$ cat src/rtl/hpair_pkg.sv
package hpair_pkg;

  // Opcode fields: bit2 saturate, bit1 32-bit lanes, bit0 subtract
  typedef struct packed {
    logic sat;
    logic wide;
    logic sub;
  } hp_op_t;

  localparam int unsigned HP_OP_W = $bits(hp_op_t);

endpackage

$ cat src/rtl/hpair_rst_sync.sv
module hpair_rst_sync #(
  parameter int unsigned STAGES = 2
) (
  input  logic clk,
  input  logic rst_n,
  output logic rst_sync_n
);

  logic [STAGES-1:0] chain_q;
  logic [STAGES-1:0] chain_d;

  always_comb begin
    chain_d = {chain_q[STAGES-2:0], 1'b1};
  end

  always_ff @(posedge clk or negedge rst_n) begin
    if (!rst_n) chain_q <= '0;
    else        chain_q <= chain_d;
  end

  assign rst_sync_n = chain_q[STAGES-1];

endmodule

$ cat src/rtl/hpair_lane.sv
// One pairwise reduction: lo +/- hi, optional signed clamp.
module hpair_lane #(
  parameter int unsigned W      = 16,
  parameter bit          SAT_EN = 1'b1
) (
  input  logic [W-1:0] lo,
  input  logic [W-1:0] hi,
  input  logic         sub,
  input  logic         sat,
  output logic [W-1:0] r
);

  logic [W:0]   lo_x;
  logic [W:0]   hi_x;
  logic [W:0]   ext;
  logic         ovf;
  logic [W-1:0] clamp;

  always_comb begin
    lo_x  = {lo[W-1], lo};
    hi_x  = {hi[W-1], hi};
    ext   = sub ? (lo_x - hi_x) : (lo_x + hi_x);
    ovf   = ext[W] ^ ext[W-1];
    clamp = {ext[W], {(W-1){~ext[W]}}};
    r     = (SAT_EN && sat && ovf) ? clamp : ext[W-1:0];
  end

endmodule

$ cat src/rtl/hpair_pack.sv
module hpair_pack
  import hpair_pkg::*;
#(
  parameter int unsigned DW = 128
) (
  input  logic [DW-1:0] a,
  input  logic [DW-1:0] b,
  input  hp_op_t        op,
  output logic [DW-1:0] r
);

  localparam int unsigned P16 = DW / 32;  // 16-bit pairs per operand
  localparam int unsigned P32 = DW / 64;  // 32-bit pairs per operand

  logic [1:0][DW-1:0] src;
  logic [DW-1:0]      r16;
  logic [DW-1:0]      r32;

  assign src[0] = a;
  assign src[1] = b;

  for (genvar s = 0; s < 2; s++) begin : g_opnd
    for (genvar p = 0; p < P16; p++) begin : g_p16
      hpair_lane #(.W(16), .SAT_EN(1'b1)) u_l16 (
        .lo  (src[s][32*p +: 16]),
        .hi  (src[s][32*p+16 +: 16]),
        .sub (op.sub),
        .sat (op.sat),
        .r   (r16[(s*P16+p)*16 +: 16])
      );
    end
    for (genvar p = 0; p < P32; p++) begin : g_p32
      hpair_lane #(.W(32), .SAT_EN(1'b0)) u_l32 (
        .lo  (src[s][64*p +: 32]),
        .hi  (src[s][64*p+32 +: 32]),
        .sub (op.sub),
        .sat (op.sat),
        .r   (r32[(s*P32+p)*32 +: 32])
      );
    end
  end

  assign r = op.wide ? r32 : r16;

endmodule

$ cat src/rtl/hpair_unit.sv
module hpair_unit
  import hpair_pkg::*;
#(
  parameter int unsigned DW = 128
) (
  input  logic                 clk,
  input  logic                 rst_n,
  input  logic                 in_vld,
  input  logic [DW-1:0]        opa,
  input  logic [DW-1:0]        opb,
  input  logic [HP_OP_W-1:0]   opc,
  output logic [DW-1:0]        res,
  output logic                 res_vld
);

  logic          rst_sync_n;
  hp_op_t        op;
  logic [DW-1:0] pack_r;
  logic [DW-1:0] res_d, res_q;
  logic          vld_d, vld_q;

  hpair_rst_sync #(.STAGES(2)) u_rst (
    .clk        (clk),
    .rst_n      (rst_n),
    .rst_sync_n (rst_sync_n)
  );

  assign op = hp_op_t'(opc);

  hpair_pack #(.DW(DW)) u_pack (
    .a  (opa),
    .b  (opb),
    .op (op),
    .r  (pack_r)
  );

  // next state
  always_comb begin
    vld_d = in_vld;
    res_d = in_vld ? pack_r : res_q;
  end

  // valid flag: reset
  always_ff @(posedge clk or negedge rst_sync_n) begin
    if (!rst_sync_n) vld_q <= 1'b0;
    else             vld_q <= vld_d;
  end

  // datapath register: enable only
  always_ff @(posedge clk) begin
    res_q <= res_d;
  end

  assign res     = res_q;
  assign res_vld = vld_q;

endmodule

$ cat config.mk
export PLATFORM = sky130hd
export DESIGN_NAME = hpair_unit
export DESIGN_NICKNAME = d
export VERILOG_FILES = /design/src/rtl/hpair_pkg.sv /design/src/rtl/hpair_rst_sync.sv /design/src/rtl/hpair_lane.sv /design/src/rtl/hpair_pack.sv /design/src/rtl/hpair_unit.sv
export SDC_FILE = /design/constraint.sdc
export NUM_CORES = 1
export LEC_CHECK = 0
export ABC_AREA = 0
export BUFFER_PORTS_ARGS = -buffer_cell sky130_fd_sc_hd__buf_2
export CAP_MARGIN = 5
export CORE_MARGIN = 5
export CORE_UTILIZATION = 30
export DETAILED_ROUTE_END_ITERATION = 7
export PLACE_DENSITY = 0.46
export SYNTH_ARGS = -nofsm -noshare
export SYNTH_HDL_FRONTEND = slang
export SYNTH_HIERARCHICAL = 1
export SYNTH_SLANG_ARGS = --single-unit
export TNS_END_PERCENT = 5
$ cat constraint.sdc
create_clock -name clk -period 0.8 [get_ports clk]
set_input_delay 0.08 -clock clk [delete_from_list [all_inputs] [get_ports clk]]
set_output_delay 0.08 -clock clk [all_outputs]
set_load 0.05 [all_outputs]
==> results.tsv <==
stage	metric	value	unit
status	status	finished, violations left	
status	failing checks	setup timing	
grt	first-pass GRT wire length	179	mm
grt	initial antenna violation count	2	
floorplanning	initial core utilization	30.3	%
sta	setup_tns	-345.11	ns
cts	total CTS buffers	17	
sta	fin crit share	419	%
logic_synthesis	Post-Syn Area	26800	um2
floorplanning	die area	95400	um2
detailed_routing	Antenna Nets Post-Route	0	
grt	vias in the first global route	31100	
detailed_routing	first drt pass iteration count	5	
critical_path	worst-path maximum fanout	5	
floorplanning	IO Pins	391	
cts	deepest clock path buffer count	2	
power	Leak	19.3	nW
logic_synthesis	cell taking the most area after synthesis	edfxtp_1	
cts	clock sink total	131	
logic_synthesis	ys flop type	edfxtp_1	
logic_synthesis	Synth top area share	14.3	%
cts	worst skew pair latency	0.49	ns
floorplanning	Die Span X	309	um
sta	fmax	299	MHz
critical_path	RR Endpoint	u_rst/chain_q[1]	
sta	Slew Limit Headroom	44.1	%
critical_path	Crit-path slowest cell	or4_4	
critical_path	reg2reg path depth	0	
cts	clk slew on worst S/H paths	0.07	ns
placement	port bufs	390	
floorplanning	Core Area	88500	um2
floorplanning	num rows	109	
sta	worst slew pin tran	0.827	ns
logic_synthesis	Async SR Flop Fraction	2.29	%
logic_synthesis	EDFF count, synth	128	
critical_path	CP peak stage delay	0.53	ns
critical_path	Critical Path End Type	flip-flop	
cells_and_area	fin nets	5494	
sta	Hold Fails Final Rpt	0	
critical_path	Worst R2R Start	u_rst/chain_q[0]	
worst_hold_path	Hold Crit Class	in -> reg	
floorplanning	Die H	309	um
detailed_routing	drt first-iter violations	2108	
critical_path	CP startpoint kind	primary input	
logic_synthesis	Post-Syn Instances	3348	
logic_synthesis	Netlist cell types	103	
logic_synthesis	YS warnings	6	
grt	largest net degree at the start of global routing	37	
logic_synthesis	syn nets	3886	
detailed_routing	vias per cell	5.19	
cts	CTS root buf	clkbuf_16	
detailed_routing	drt total wl	119	mm
cells_and_area	fin util	48.5	%
job	max_cap viols	0	
sta	Hold WS	0.0704	ns
sta	Slew Viols, Final	0	
power	Pwr Density	1760	nW/um2
cells_and_area	proportion of layout cells with a drive suffix above 1	44.1	%
worst_hold_path	Hold Path Cell Cnt	3	
logic_synthesis	Synth top cells by count	a21oi_1 (368), xnor2_1 (340), ha_1 (264)	
logic_synthesis	post-synthesis sequential area ratio	14.6	%
critical_path	reg-to-reg setup timing slack	0.33	ns
power	peak supply drop	1.70	mV
cts	Max H-tree Level	4	
critical_path	Critical Path RT	1.04	ns
critical_path	critical path, cell by cell	buf_6 -> or4_4 -> or3_4 -> nor2_4 -> nand2_2 -> nor3_4 -> a21oi_2 -> xnor2_1 -> ha_1 -> buf_6 -> nand3_4 -> or3_4 -> o21ai_4 -> a311oi_4 -> o31ai_2 -> xnor2_1 -> mux2_4	
placement	gpl congestion	0.933	
sta	setup violation total in the final timing report	257	
critical_path	critical path class	in -> reg	
cells_and_area	Area growth syn-to-layout	60.2	%
sta	final worst slack	-2.55	ns
placement	DP HPWL	101	mm
worst_hold_path	Hold EP	res_vld	
logic_synthesis	top post-synthesis cells by area	edfxtp_1 (14%), ha_1 (12%), xnor2_1 (11%)	
grt	GRT Residual Overflow	0	
cts	CTS tree	yes	
sta	Final Critical Period	3.35	ns
logic_synthesis	Syn Area/Cell	8.01	um2
detailed_routing	Avg WL per Cell	19.4	um
sta	worst-case clock skew	0.00570	ns
worst_hold_path	Hold Path Origin	in_vld	
power	overall power	0.0756	W
detailed_routing	vias after detailed routing	31800	
sta	RSZ-0062 raised after global routing	true	
logic_synthesis	Yosys reg bits	131	
grt	total track usage	23.9	%
critical_path	Critical Path AT	3.59	ns
logic_synthesis	most numerous cell in the Yosys netlist	a21oi_1	
detailed_routing	Post-route DRC	0	
## routing by layer
metal / GRT usage, % / share of wire, %
met5: 0 / 0
met2: 40.9 / 47
met3: 2.68 / 4.0
met4: 5.24 / 1.9
met1: 32.6 / 47
## cell families (layout without fill, tap and decap cells)
kind of cell,Yosys count,count (layout),synth area share [%]
AOI/OAI and AO/OA,1161,1161,29.1
and+or+nand+nor,944,944,18.3
xor gates and xnor gates,436,436,14.4
adders and majority gates,276,276,13.2
buffers and inverters,256,1877,4.45
muxes,143,143,5.95
DFF,131,131,14.6
other,1,2,0.0140
## sequential cells by signal (all words and copies together), names as in the netlist
register,count
res_vld,1
res,128
u_rst/chain_q,2
## worst max-delay path by stage
| stage | from | end | slack [ns] |
|---|---|---|---|
| detailed placement | opa[101] | res[63] | -3.15 |
| global route | opa[37] | res[26] | -2.69 |
| floorplan | opa[37] | res[29] | -2.84 |
| finish | opa[101] | res[57] | -2.55 |
| CTS | opa[101] | res[57] | -2.54 |
| global placement | opa[101] | res[63] | -3.17 |
## final cells by class
type                       instances  area [um2]
inverter                         141         529
fill                            8817       45600
timing repair buffer            1704       13300
tap                             1165        1460
sequential                       131        3920
multi-input combinational       2961       23200
clock buffer                      17         425
clock inverter                    15         204
antenna                            1        2.50
## critical path, delay by kind of cell
family                     cells  cell delay, ns
and+or+nand+nor                7            1.69
muxes                          1            0.26
adders and majority gates      1            0.40
buffers and inverters          2            0.22
AOI/OAI and AO/OA              4            0.69
xor gates and xnor gates       2            0.25
## placed cells by master, fill, tap and decap left out, types with 18 or more instances in the layout
master	n
a211oi_1	18
a21o_1	84
a21oi_1	321
a21oi_2	49
a31o_2	22
a31oi_1	111
a32oi_1	28
and2_1	20
and2_4	20
buf_12	40
buf_2	251
buf_4	1257
buf_6	150
edfxtp_1	128
ha_1	250
inv_1	138
mux2_2	108
mux2_4	22
nand2_1	169
nand2b_1	25
nand3_1	45
nand4_1	26
nor2_1	240
nor2b_1	53
nor3_1	117
nor4_1	33
o211ai_1	43
o21a_1	39
o21ai_0	123
o21ai_1	27
o21bai_1	35
o22ai_1	50
o32ai_1	27
or3_1	35
xnor2_1	332
xor2_1	91
## through the flow
stage	area, um2	cells	setup slack [ns]
floorplan	27000	3348	-2.84
global placement	39800	6067	-3.17
detailed placement	39800	6067	-3.15
CTS	42400	6130	-2.54
global route	42900	6134	-2.69
finish	42900	6135	-2.55
## power breakdown
part           switching, W  internal [W]
Clock               0.00371       0.00523
Sequential          0.00125        0.0101
Combinational        0.0294        0.0259
Total                0.0344        0.0412
## timing repair
item	CTS	global route
setup buffers	30	5
resized for setup	446	113
setup endpoints to repair	257	260
pin swaps	126	65
hold buffers	3	0
hold endpoints to repair	5	0
No activity file was read; power rests on OpenSTA's default activity.
